==> config.mk <==
export PLATFORM = sky130hd
export DESIGN_NAME = tgt_lat_watchdog
export DESIGN_NICKNAME = d
export VERILOG_FILES = /design/src/rtl/tlw_pkg.sv /design/src/rtl/tlw_limit_sel.sv /design/src/rtl/tlw_lat_counter.sv /design/src/rtl/tlw_phase_fsm.sv /design/src/rtl/tgt_lat_watchdog.sv
export SDC_FILE = /design/constraint.sdc
export NUM_CORES = 1
export LEC_CHECK = 0
export BUFFER_PORTS_ARGS = -buffer_cell sky130_fd_sc_hd__buf_2
export CAP_MARGIN = 20
export CORE_MARGIN = 3
export CORE_UTILIZATION = 49
export DETAILED_ROUTE_END_ITERATION = 8
export PLACE_DENSITY = 0.84
export SETUP_SLACK_MARGIN = 0.1
export SLEW_MARGIN = 10
export SYNTH_ARGS = -nofsm -noshare
export SYNTH_HDL_FRONTEND = slang
export SYNTH_SLANG_ARGS = --single-unit
==> constraint.sdc <==
create_clock -name clk -period 2.4 [get_ports clk]
set_input_delay 0.48 -clock clk [delete_from_list [all_inputs] [get_ports clk]]
set_output_delay 0.48 -clock clk [all_outputs]
set_load 0.02 [all_outputs]
==> src/rtl/tlw_pkg.sv <==
package tlw_pkg;

  typedef enum logic [1:0] {
    PH_IDLE   = 2'd0,
    PH_FIRST  = 2'd1,
    PH_NEXT   = 2'd2
  } tlw_phase_e;

  function automatic int unsigned tlw_max(input int unsigned a, input int unsigned b);
    return (a > b) ? a : b;
  endfunction

endpackage

==> src/rtl/tlw_limit_sel.sv <==
module tlw_limit_sel
  import tlw_pkg::*;
#(
  parameter int unsigned CNT_W       = 5,
  parameter int unsigned INIT_CODE_W = 4,
  parameter int unsigned SUB_CODE_W  = 3,
  parameter int unsigned ZERO_CODE_LIM = 16,
  parameter int unsigned OFF_CODE_HI = 7,
  parameter int unsigned PCIX_LIM    = 8,
  parameter int unsigned SUBSEQ_LIM  = 8
) (
  input  tlw_phase_e             phase,
  input  logic                   pcix_mode,
  input  logic [INIT_CODE_W-1:0] init_code,
  input  logic [SUB_CODE_W-1:0]  subseq_code,
  output logic [CNT_W-1:0]       limit,
  output logic                   limit_en,
  output logic                   subseq_bad
);

  localparam logic [CNT_W-1:0] ZERO_L = CNT_W'(ZERO_CODE_LIM);
  localparam logic [CNT_W-1:0] PCIX_L = CNT_W'(PCIX_LIM);
  localparam logic [CNT_W-1:0] SUB_L  = CNT_W'(SUBSEQ_LIM);
  localparam logic [INIT_CODE_W-1:0] OFF_HI = INIT_CODE_W'(OFF_CODE_HI);

  logic [CNT_W-1:0] init_lim;
  logic             init_en;

  // Initial limit decode: code 0 fixed, low band off, upper band literal.
  always_comb begin
    init_lim = CNT_W'(init_code);
    init_en  = 1'b1;
    if (pcix_mode) begin
      init_lim = PCIX_L;
    end else if (init_code == '0) begin
      init_lim = ZERO_L;
    end else if (init_code <= OFF_HI) begin
      init_en  = 1'b0;
    end
  end

  // Only the zero code is supported; every code maps to the same limit.
  assign subseq_bad = (subseq_code != '0);

  always_comb begin
    limit    = SUB_L;
    limit_en = 1'b1;
    case (phase)
      PH_FIRST: begin
        limit    = init_lim;
        limit_en = init_en;
      end
      PH_NEXT: begin
        limit    = SUB_L;
        limit_en = 1'b1;
      end
      default: begin
        limit    = SUB_L;
        limit_en = 1'b0;
      end
    endcase
  end

endmodule

==> src/rtl/tlw_lat_counter.sv <==
module tlw_lat_counter #(
  parameter int unsigned CNT_W = 5
) (
  input  logic             clk,
  input  logic             rst,
  input  logic             clr,
  input  logic             inc,
  input  logic [CNT_W-1:0] limit,
  input  logic             limit_en,
  output logic             expire
);

  logic [CNT_W-1:0] waited;
  logic [CNT_W:0]   next_w;

  assign next_w = {1'b0, waited} + {{CNT_W{1'b0}}, 1'b1};
  assign expire = inc && limit_en && (next_w == {1'b0, limit});

  always_ff @(posedge clk) begin
    if (rst || clr) begin
      waited <= '0;
    end else if (inc && limit_en) begin
      waited <= next_w[CNT_W-1:0];
    end
  end

endmodule

==> src/rtl/tlw_phase_fsm.sv <==
module tlw_phase_fsm
  import tlw_pkg::*;
(
  input  logic       clk,
  input  logic       rst,
  input  logic       req_start,
  input  logic       req_is_write,
  input  logic       data_ready,
  input  logic       data_last,
  input  logic       retry_now,
  input  logic       expire,
  input  logic       rd_abort_en,
  input  logic       wr_abort_en,
  output tlw_phase_e phase,
  output logic       busy,
  output logic       cnt_clr,
  output logic       cnt_inc,
  output logic       rsp_retry,
  output logic       rsp_abort
);

  logic active;
  logic wr_q;
  logic abort_sel;

  assign active    = (phase != PH_IDLE);
  assign busy      = active;
  assign abort_sel = wr_q ? wr_abort_en : rd_abort_en;
  assign cnt_inc   = active && !data_ready && !retry_now;
  assign cnt_clr   = !active || data_ready || retry_now || expire;

  always_ff @(posedge clk) begin
    if (rst) begin
      phase     <= PH_IDLE;
      wr_q      <= 1'b0;
      rsp_retry <= 1'b0;
      rsp_abort <= 1'b0;
    end else begin
      rsp_retry <= 1'b0;
      rsp_abort <= 1'b0;
      case (phase)
        PH_IDLE: begin
          if (req_start) begin
            phase <= PH_FIRST;
            wr_q  <= req_is_write;
          end
        end
        default: begin
          if (data_ready) begin
            phase <= data_last ? PH_IDLE : PH_NEXT;
          end else if (retry_now) begin
            rsp_retry <= 1'b1;
            phase     <= PH_IDLE;
          end else if (expire) begin
            rsp_abort <= abort_sel;
            rsp_retry <= !abort_sel;
            phase     <= PH_IDLE;
          end
        end
      endcase
    end
  end

endmodule

==> src/rtl/tgt_lat_watchdog.sv <==
module tgt_lat_watchdog
  import tlw_pkg::*;
#(
  parameter int unsigned INIT_CODE_W   = 4,
  parameter int unsigned SUB_CODE_W    = 3,
  parameter int unsigned ZERO_CODE_LIM = 16,
  parameter int unsigned OFF_CODE_HI   = 7,
  parameter int unsigned PCIX_LIM      = 8,
  parameter int unsigned SUBSEQ_LIM    = 8
) (
  input  logic                   clk,
  input  logic                   rst,
  input  logic                   req_start,
  input  logic                   req_is_write,
  input  logic                   data_ready,
  input  logic                   data_last,
  input  logic                   cfg_pcix_mode,
  input  logic [INIT_CODE_W-1:0] cfg_init_code,
  input  logic [SUB_CODE_W-1:0]  cfg_subseq_code,
  input  logic                   cfg_rd_abort_en,
  input  logic                   cfg_wr_abort_en,
  input  logic                   cfg_retry_now,
  output logic                   busy,
  output logic                   rsp_retry,
  output logic                   rsp_abort,
  output logic                   cfg_err
);

  localparam int unsigned CODE_MAX = (1 << INIT_CODE_W) - 1;
  localparam int unsigned MAX_LIM  =
    tlw_max(tlw_max(ZERO_CODE_LIM, CODE_MAX), tlw_max(PCIX_LIM, SUBSEQ_LIM));
  localparam int unsigned CNT_W    = $clog2(MAX_LIM + 1);

  tlw_phase_e       phase;
  logic [CNT_W-1:0] limit;
  logic             limit_en;
  logic             subseq_bad;
  logic             cnt_clr;
  logic             cnt_inc;
  logic             expire;

  tlw_limit_sel #(
    .CNT_W        (CNT_W),
    .INIT_CODE_W  (INIT_CODE_W),
    .SUB_CODE_W   (SUB_CODE_W),
    .ZERO_CODE_LIM(ZERO_CODE_LIM),
    .OFF_CODE_HI  (OFF_CODE_HI),
    .PCIX_LIM     (PCIX_LIM),
    .SUBSEQ_LIM   (SUBSEQ_LIM)
  ) u_limit (
    .phase      (phase),
    .pcix_mode  (cfg_pcix_mode),
    .init_code  (cfg_init_code),
    .subseq_code(cfg_subseq_code),
    .limit      (limit),
    .limit_en   (limit_en),
    .subseq_bad (subseq_bad)
  );

  tlw_lat_counter #(
    .CNT_W(CNT_W)
  ) u_cnt (
    .clk     (clk),
    .rst     (rst),
    .clr     (cnt_clr),
    .inc     (cnt_inc),
    .limit   (limit),
    .limit_en(limit_en),
    .expire  (expire)
  );

  tlw_phase_fsm u_fsm (
    .clk         (clk),
    .rst         (rst),
    .req_start   (req_start),
    .req_is_write(req_is_write),
    .data_ready  (data_ready),
    .data_last   (data_last),
    .retry_now   (cfg_retry_now),
    .expire      (expire),
    .rd_abort_en (cfg_rd_abort_en),
    .wr_abort_en (cfg_wr_abort_en),
    .phase       (phase),
    .busy        (busy),
    .cnt_clr     (cnt_clr),
    .cnt_inc     (cnt_inc),
    .rsp_retry   (rsp_retry),
    .rsp_abort   (rsp_abort)
  );

  always_ff @(posedge clk) begin
    if (rst) begin
      cfg_err <= 1'b0;
    end else if (subseq_bad) begin
      cfg_err <= 1'b1;
    end
  end

endmodule

# ---- After elaboration in Yosys (flattened, before gate mapping)
# Cells that the tools add are included.
dict set report op_classes {
  add_sub_neg 1
  eq_ne 4
  magnitude_cmp 1
  reduce_logical 21
  mux 16
  bitwise_logic 1
}
# cell n
set ops {}
lappend ops {{5-bit 2-to-1 mux} 3}
lappend ops {{2-bit 2-to-1 mux} 6}
lappend ops {{5-bit by 1-bit adder with 6-bit output (second input constant)} 1}
lappend ops {{6-bit by 5-bit == test with 1-bit output} 1}
lappend ops {{1-bit 2-to-1 mux} 6}
lappend ops {{5-bit OR reduction} 1}
lappend ops {{4-bit by 3-bit less-or-equal comparator with 1-bit output (second input constant)} 1}
lappend ops {{1-bit logical AND} 4}
lappend ops {{1-bit zero test} 4}
lappend ops {{4-bit zero test} 1}
lappend ops {{1-bit logical OR} 4}
lappend ops {{2-bit AND reduction} 2}
lappend ops {{4-bit nonzero test} 1}
lappend ops {{3-bit nonzero test} 1}
lappend ops {{3-bit OR reduction} 1}
lappend ops {{2-bit by 1-bit == test with 1-bit output (second input constant)} 1}
lappend ops {{2-bit == test (second input constant)} 1}
lappend ops {{2-bit zero test} 1}
lappend ops {{2-bit != test (second input constant)} 1}
lappend ops {{1-bit case mux with 2 select lines} 1}
lappend ops {{2-bit nonzero test} 1}
lappend ops {{1-bit NOT} 1}
dict set report word_totals {
  out_inout_bits 4
  elab_cells 50
  regBits 11
  inputBits 17
}

# ---- Depth between registers and ports, before layout
# Gate-level depths: netlist (run 1).
dict set report depth {
  ltp_word 11
  depth_mapped 8
  mapped_depth_nobuf 8
}

# ---- Modules after synthesis
# A second synthesis (run 1) with hierarchy kept.
dict set report unflattened {
  cells_unflattened 78
  hier_area_um2 689.4
}
# module seq_area_each_um2 area_per_inst_um2 cells_each n_inst
set by_module_without_submodules {}
lappend by_module_without_submodules {tlw_lat_counter 100.1 322.8 36 1}
lappend by_module_without_submodules {tlw_phase_fsm 100.1 219.0 25 1}
lappend by_module_without_submodules {tlw_limit_sel 0.0 117.6 15 1}
lappend by_module_without_submodules {tgt_lat_watchdog 20.0 30.0 2 1}

# ---- Worst setup path before layout (run 1)
# No wires, ideal clock.
dict set report synth_path {
  kind {register -> register}
  from {reg u_fsm.phase[0]}
  to {reg u_fsm.phase[1]}
  t_arrival_ns 1.836
  path_buffers 0
  period_less_slack_ns 1.964
  stages_incl_launch_ff 9
  path_slack_ns 0.436
  required_ns 2.272
  setup_time_ns 0.128
  path_cell_list {dfxtp_1 -> inv_1 -> ha_1 -> nor4b_2 -> o221ai_2 -> a311oi_2 -> nand2_2 -> o21ai_4 -> o22ai_2}
}
dict set report synth_via {
  elab_chain_len 7
  elab_cells_between_ends 15
  cone_classes {eq/ne: 4; mux: 3; reduce/logical: 8}
}
# item line
set synth_lines {}
lappend synth_lines {{from (decl)} tlw_phase_fsm.sv:14} ;# output tlw_phase_e phase,
lappend synth_lines {{from (signal assigned)} tlw_phase_fsm.sv:50} ;# phase <= data_last ? PH_IDLE : PH_NEXT;
lappend synth_lines {{parallel branches: the longest is 7 deep, another holds 6-bit by 5-bit == test with 1-bit output} --}
# Parallel ways; which one is timed is not known.
# A chain may end at the register's enable or synchronous reset.

# ---- Final worst setup path (run 1)
# Ends and elaborated chain as after synthesis.

==> run metrics, run 1 <==
Tmin final 2.151 ns; fin area 864.6 um2; FMAX 464.8 MHz; synthesized net count between 100 and 150; placed insts approximately 120; leading post-synthesis cells by cell area dfxtp_1 (31%), ha_1 (7.0%), nor2_1 (6.3%); die height 44.12 um; DRC 0; placed inst area 830.8 um2; CTS buffer count 3; WL met2 between 600 and 700 um; per-cell routed wire length between 10 and 15 um; layout overhead on the synthesized area 21.44%; CP max-delay cell dfxtp_1; asr flop ratio synth 0; Synth cell types 33; worst min path class in2reg; Post-Syn Area 711.9 um2; Yosys top cell by area dfxtp_1; Syn Inst Count 80; Worst-path clk slew 0.07 ns; post-synth top area share 0.3093; IO Pins 21; antenna violations before repair 0; highest routed layer met4; DRT iter0 DRCs 8; final std cells w/o fill 120; Port-buffer cells 20; CTS tree done; Slew @ Worst Pin 0.6296 ns; HPWL Detailed 1174 um; CP peak stage delay 0.35 ns; H-tree lvl count 1; Hold Vio Cnt, Final 0; die area around 1900 um2; Clock Path Buffers 2; Total GRT Usage 0.1773; metal3 WL 70 um; Num Clock Sinks 11; ANT nets after route 0; first-pass GRT wire length between 2000 and 3000 um; Max Slew Vio Count 0; yosys warns 0; die width between 40 and 50 um; kind of critical path reg2reg; detailed-route vias per instance approximately 5.3; unrepaired setup endpoints after global routing false; root buffer cell clkbuf_4; Post-synth EDFFs 0; Commonest cells post-synth nor2_1 (12), dfxtp_1 (11), inv_1 (5), xnor2_1 (5); row count 13; worst skew pair latency 0.28 ns; worst vdd ir between 0.0002 and 0.0003 V; Worst setup SP type flop; met1 wire length 763 um; maxcap violations 0; Avg Inst Size Synth 8.899 um2; Inserted Diodes 0; Core Area approximately 1300 um2; largest net degree at the start of global routing 8; Power per Cell Area 452.4 nW/um2; number of global-route vias before repair 595; worst hold slack between 0.4 and 0.5 ns; #FFs+latches synth 11; CP cell instances inv_1, ha_1, nor4b_2, o221ai_2, a311oi_2, nand2_2, o21ai_4, o22ai_2; cell with the most instances after synthesis nor2_1; ys flop type dfxtp_1; Worst EP arrival 2.31 ns; # hold bufs at CTS 0; Tcrit/Tclk final 0.8964; Setup TNS 0 ns; initial core utilization 0.5338; Crit path required time 2.56 ns; crit end category flop; Pre-antenna DRT Iters 4; routability cong. 0.7907; via count 641; Seq/Total Area, Yosys 0.3093; final-report setup violation count 0; CTS resizes 0; Slew headroom 0.5764; final core utilization 0.6482; share of cells above drive strength 1 0.3143; CP Max Fanout 7; status finished, final reports clean; fin nets between 100 and 150; Routed WL 1552 um; GRT overflow 0; Layout Skew 0.001191 ns; static leakage roughly 0.00034 uW
state kept, by name, summed over array words and instances (netlist names):
name and flops:
cfg_err 1, u_cnt.waited 5, u_fsm.phase 2, u_fsm.rsp_retry 1, u_fsm.rsp_abort 1, u_fsm.wr_q 1
layer usage:
layer | vias to the layer above | GRT usage
met3 | 5 | 0.03659
met2 | 18 | 0.2733
li1 | 334 | -
met4 | 0 | 0.1084
met5 | - | 0
met1 | 284 | 0.2247
stage by stage:
stage	total power, uW	setup WS (ns)
2_1_floorplan	233.0	0.4361
3_3_place_gp	259.3	0.3246
3_5_place_dp	261.5	0.2310
4_1_cts	393.2	0.1984
5_1_grt	408.4	0.08508
6_report	391.2	0.2486
cell type report:
class	instances	area (um2)
flip-flops and latches	11	220.2
fillers	121	469.2
repair buffers	21	107.6
well taps	15	18.77
clock buffers	4	26.28
multi-input cells	64	473.0
inverters	5	18.77
path summary, 6_finish.rpt:
check	start	end	slack, ns	depth (start not counted)
worst max register to register	u_fsm.phase[0]	u_fsm.phase[1]	0.25	8
worst min-delay path	cfg_subseq_code[2]	cfg_err	0.42	3
worst min register to register	u_fsm.wr_q	u_fsm.wr_q	0.48	2
worst max-delay path	u_fsm.phase[0]	u_fsm.phase[1]	0.25	8
cells in the final DEF, fill, tap and decap left out, drive strengths merged, types with 2 or more instances in the layout:
cell type / count
clkbuf: 4
inv: 5
xnor2: 5
nand2: 5
xor2: 4
nor3: 2
nor4: 2
mux2i: 2
nand3: 4
dfxtp: 11
nand3b: 2
o22ai: 2
nor2: 12
a21oi: 2
nor4b: 2
buf: 21
ha: 4
o21ai: 5
where the power goes:
group | total [uW] | switching, uW | internal [uW]
clock | 133 | 68.4 | 64.6
sequential | 190 | 2.93 | 187
combinational | 67.8 | 38.5 | 29.3
critical path, delay by kind of cell (launching register included):
family	cells	cell delay (ns)
fa+ha+maj	1	0.28
buf+inv	1	0.08
compound gates	4	0.88
simple gates	2	0.44
flops	1	0.35
timing repair:
| action | 4_1_cts | 5_1_grt |
|---|---|---|
| setup endpoints to repair | 0 | 8 |
| endpoints found under the hold margin | 0 | 0 |
| setup buffers | 0 | 1 |
logic make-up (layout without fill, tap and decap cells):
family | count (synthesis) | in the layout | synth area share
mux | 3 | 3 | 0.04394
flops | 11 | 11 | 0.3093
fa+ha+maj | 4 | 4 | 0.07030
buf+inv | 5 | 30 | 0.02636
xor+xnor | 9 | 9 | 0.1107
simple gates | 35 | 35 | 0.2777
compound gates | 13 | 13 | 0.1617
No activity file was read; power rests on OpenSTA's default activity.
==> run 2, diff against run 1 <==
ABC_CLOCK_PERIOD_IN_PS = 1800   (was unset)
CORE_UTILIZATION = 44   (was 49)
MAX_ROUTING_LAYER = met4   (was unset)
PLACE_DENSITY = 0.8   (was 0.84)
clock period = 1.8 ns   (was 2.4 ns; I/O delays follow)
==> run metrics, run 2 (same netlist as run 1, synthesis figures left out) <==
status finished, violations left; violated checks setup timing; routability cong. 0.7451 (-5.8%); Crit path required time 1.98 ns (-0.58 ns); maxcap violations 0 (unchanged); DRC 0 (unchanged); kind of critical path reg2reg; via count 712 (+11%); worst min path class in2reg; Worst EP arrival 2.13 ns (-0.18 ns); DRT iter0 DRCs 13 (+5); Slew headroom 0.7798 (+0.2034); commonest non-fill, non-tap cell in the layout buf_2; CTS tree done; FMAX 513.1 MHz (+10%); largest net degree at the start of global routing 8 (unchanged); placed insts 122 (+6.1%); crit end category flop; root buffer cell clkbuf_4; Final Total Pwr 561.8 uW (+44%); Max Slew Vio Count 0 (unchanged); GRT overflow 0 (unchanged); Tcrit/Tclk final 1.083 (+0.1863); max reg flops 5 (unchanged); Routed WL 1760 um (+13%); Layout Skew 0.008352 ns (+0.007162 ns); Power per Cell Area 552.3 nW/um2 (+22%); # hold bufs at CTS 0 (unchanged); row count 13 (unchanged); Tmin final 1.949 ns (-0.2026 ns); worst vdd ir 0.0003780 V (+31%); die height 46.23 um (+4.8%); CP peak stage delay 0.38 ns (+0.03 ns); Total GRT Usage 0.1912 (+0.01392); most frequent cells in the layout buf_2 (19), buf_4 (13), nor2_1 (12), dfxtp_1 (9), xnor2_1 (5); per-cell routed wire length 13.44 um (+3.9%); final std cells w/o fill 131 (+9.2%); ANT nets after route 0 (unchanged); share of cells above drive strength 1 0.4483 (+0.1340); detailed-route vias per instance 5.435 (+1.7%); Worst setup SP type flop; die area 2137 um2 (+9.8%); initial core utilization 0.5089 (-0.02483); CP cell instances inv_4, ha_4, nor4b_4, o221ai_2, a311oi_2, nand2_2, buf_4, nor4b_4; worst skew pair latency 0.27 ns (about the same); unrepaired setup endpoints after global routing true; first-pass GRT wire length 2856 um (+14%); IO Pins 21 (unchanged); # fillers 101 (-17%); Slew @ Worst Pin 0.3212 ns (-0.3084 ns); Worst-path clk slew 0.08 ns (about the same); CP max-delay cell dfxtp_4; Hold Vio Cnt, Final 0 (unchanged); static leakage 0.0004123 uW (+23%); final-report setup violation count 9 (+9); crit-path most repeated cell nor4b_4; H-tree lvl count 1 (unchanged); top flop regs u_cnt.waited x5, u_fsm.phase x2; Largest Register u_cnt.waited; Clock Path Buffers 2 (unchanged); CTS buffer count 3 (unchanged); setup ws final -0.1489 ns (-0.3974 ns); Core Area 1399 um2 (+4.9%); fin nets 138 (+8.7%); number of global-route vias before repair 659 (+11%); Inserted Diodes 0 (unchanged); HPWL Detailed 1350 um (+15%); Num Clock Sinks 11 (unchanged); Pre-antenna DRT Iters 4 (unchanged); CP Max Fanout 3 (-4); die width 46.23 um (+4.8%); antenna violations before repair 0 (unchanged); Port-buffer cells 20 (unchanged); layout overhead on the synthesized area 42.88%
run 2: routing by layer:
| layer | wire length (um) | track usage | share of wire |
|---|---|---|---|
| met2 | 847 | 0.3022 | 0.48 |
| met1 | 801 | 0.2336 | 0.46 |
| met5 | 0 | - | 0 |
| met4 | 17 | 0.08523 | 0.0097 |
| met3 | 93 | 0.03516 | 0.053 |
run 2: timing repair:
item,in CTS,in global routing
gates cloned,0,0
gates resized for setup,3,5
setup endpoints to repair,9,10
setup buffers,2,4
pin swaps,2,4
run 2: final timing paths:
path         slack [ns]               to               start  cells after the start
max               -0.15  u_fsm.rsp_abort      u_fsm.phase[0]                      8
min                0.29          cfg_err  cfg_subseq_code[2]                      3
max reg2reg       -0.15  u_fsm.rsp_abort      u_fsm.phase[0]                      8
min reg2reg        0.47       u_fsm.wr_q          u_fsm.wr_q                      2
run 2: area by class of cell:
type | count | area (um2) | area share
well taps | 15 | 18.77 | 0.01845
multi-input cells | 64 | 530.5 | 0.5215
flip-flops and latches | 11 | 225.2 | 0.2214
clock buffers | 4 | 26.28 | 0.02583
repair buffers | 32 | 192.7 | 0.1894
inverters | 5 | 23.77 | 0.02337
run 2: metrics by stage:
| step | worst slack (ns) | area, um2 | util | TNS (ns) | hold WS (ns) |
|---|---|---|---|---|---|
| after floorplan | -0.0006355 | 750.7 | - | -0.0006355 | 0.4291 |
| after global placement | -0.09273 | 922.1 | 0.6592 | -0.5292 | 0.4574 |
| after detailed placement | -0.1470 | 922.1 | 0.6592 | -1.009 | 0.4642 |
| after CTS | -0.1286 | 968.4 | 0.6923 | -0.8964 | 0.2946 |
| after global routing | -0.2721 | 1017 | 0.7272 | -2.189 | 0.3159 |
| final | -0.1489 | 1017 | 0.7272 | -1.093 | 0.2929 |
run 2: critical path, delay by kind of cell (launching register included):
kind | cells | cell delay (ns)
simple gates | 3 | 0.52
compound gates | 2 | 0.50
flops | 1 | 0.38
fa+ha+maj | 1 | 0.25
buf+inv | 2 | 0.19
run 2: power by group:
group | leakage [uW] | internal [uW] | switching (uW) | total, uW
Sequential | 0.0000905 | 251 | 6.93 | 257
Combinational | 0.000307 | 68.1 | 63.1 | 131
Clock | 0.0000150 | 85.9 | 87.3 | 173
Total | 0.000412 | 405 | 157 | 562
==> run 3, diff against run 2 <==
SETUP_SLACK_MARGIN = unset   (was 0.1)
==> run metrics, run 3 (same netlist as run 1, synthesis figures left out) <==
share of cells above drive strength 1 0.4435 (-0.004798); Layout Skew 0.004580 ns (-0.003773 ns); FMAX 533.1 MHz (+3.9%); Hold Vio Cnt, Final 0 (unchanged); Core Area 1399 um2 (unchanged); crit-path most repeated cell nor2_1; Hold Startpoint cfg_subseq_code[2]; Setup WS pre-CTS -0.1161 ns (+0.03082 ns); Largest Register u_cnt.waited; number of global-route vias before repair 694 (+5.3%); via count 700 (-1.7%); setup ws final -0.07590 ns (+0.07295 ns); Worst setup SP type flop; CP cell instances inv_4, ha_4, or3b_4, nor2_1, mux2i_1, mux2_4, o21ai_4, nor2_1; Num Clock Sinks 11 (unchanged); Routed WL 1721 um (-2.2%); fin nets 137 (-0.72%); routability cong. 0.7450 (about the same); detailed-route vias per instance 5.385 (-0.93%); ANT nets after route 0 (unchanged); Worst EP arrival 2.03 ns (-0.10 ns); most frequent cells in the layout buf_2 (20), nor2_1 (12), buf_4 (11), dfxtp_1 (9), xnor2_1 (5); worst skew pair latency 0.27 ns (about the same); first-pass GRT wire length 2987 um (+4.6%); root buffer cell clkbuf_4; worst vdd ir 0.0003831 V (+1.4%); per-cell routed wire length 13.24 um (-1.5%); Total GRT Usage 0.2070 (+0.01586); HPWL Detailed 1331 um (-1.4%); Slew @ Worst Pin 0.3352 ns (+0.01402 ns); # fillers 109 (+7.9%); DRC 0 (unchanged); status finished, violations left; final core utilization 0.7120 (-0.01521); Setup TNS -0.4019 ns (+0.6909 ns); violated checks setup timing; commonest non-fill, non-tap cell in the layout buf_2; reg2reg start u_fsm.phase[1]; Power per Cell Area 553.5 nW/um2 (+0.21%); IO Pins 21 (unchanged); CTS tree done; layout overhead on the synthesized area 39.89%; GRT overflow 0 (unchanged); # hold bufs at CTS 0 (unchanged); crit end category flop; Inserted Diodes 0 (unchanged); Max Slew Vio Count 0 (unchanged); CTS buffer count 3 (unchanged); H-tree lvl count 1 (unchanged); maxcap violations 0 (unchanged); Clock Path Buffers 2 (unchanged); initial core utilization 0.5089 (unchanged); antenna violations before repair 0 (unchanged); CP peak stage delay 0.38 ns (about the same); CP max-delay cell or3b_4; die area 2137 um2 (unchanged); die width 46.23 um (unchanged); max reg flops 5 (unchanged); largest net degree at the start of global routing 8 (unchanged); Tmin final 1.876 ns (-0.07295 ns); unrepaired setup endpoints after global routing true; CP Max Fanout 7 (+4); Final Total Pwr 551.2 uW (-1.9%); worst min path class in2reg; top flop regs u_cnt.waited x5, u_fsm.phase x2; kind of critical path reg2reg; Port-buffer cells 20 (unchanged); Crit path required time 1.95 ns (-0.03 ns); static leakage 0.0003994 uW (-3.1%); Tcrit/Tclk final 1.042 (-0.04053); row count 13 (unchanged); DRT iter0 DRCs 11 (-2); Worst-path clk slew 0.07 ns (about the same); Worst Setup SP u_fsm.phase[1]; Slew headroom 0.7745 (-0.005280); die height 46.23 um (unchanged); final-report setup violation count 8 (-1); Pre-antenna DRT Iters 4 (unchanged)
-- run 3: metal layers --
layer | vias to the layer above | global-route usage | routed length (um)
li1 | 354 | - | -
met1 | 325 | 0.2300 | 770
met2 | 19 | 0.3434 | 845
met3 | 2 | 0.05859 | 91
met4 | 0 | 0.08523 | 13
met5 | - | - | 0
-- run 3: what timing repair did --
item,4_1_cts,5_1_grt
endpoints found under the setup margin,8,9
buffers inserted,2,2
pin swaps,3,2
resized for setup,6,1
hold endpoints to repair,0,0
-- run 3: power breakdown --
part / leakage, uW / switching, uW / internal [uW]
sequential: 0.0000905 / 7.08 / 251
combinational: 0.000294 / 60.0 / 61.9
clock: 0.0000150 / 85.8 / 85.9
total: 0.000399 / 153 / 398
-- run 3: metrics by stage --
stage                     cell area, um2  hold slack [ns]  cells
after floorplan                    748.2           0.4291     80
after CTS                          974.7           0.3198    128
final                              996.0           0.3208    130
after global placement             919.6           0.4561    122
after detailed placement           919.6           0.4686    122
after global routing               996.0           0.3202    130
-- run 3: path summary, 6_finish.rpt --
path,slack [ns],cells after the start,end
max,-0.08,8,u_cnt.waited[4]
min,0.32,3,cfg_err
max reg2reg,-0.08,8,u_cnt.waited[4]
min reg2reg,0.48,2,u_fsm.wr_q
-- run 3: final cells by class --
type | instances | area [um2] | share of cell area
repair buffers | 31 | 182.7 | 0.1834
inverters | 5 | 23.77 | 0.02387
well taps | 15 | 18.77 | 0.01884
clock buffers | 4 | 26.28 | 0.02638
multi-input cells | 64 | 519.2 | 0.5214
flip-flops and latches | 11 | 225.2 | 0.2261
-- run 3: worst max-delay path, delay by kind of cell, from the launching register on --
| kind | cells | cell delay [ns] |
|---|---|---|
| AND/OR/NAND/NOR | 3 | 0.58 |
| multiplexers | 2 | 0.38 |
| flip-flops | 1 | 0.34 |
| AO/OA/AOI/OAI | 1 | 0.25 |
| adder cells (fa/ha/maj) | 1 | 0.12 |
| buffers and inverters | 1 | 0.08 |
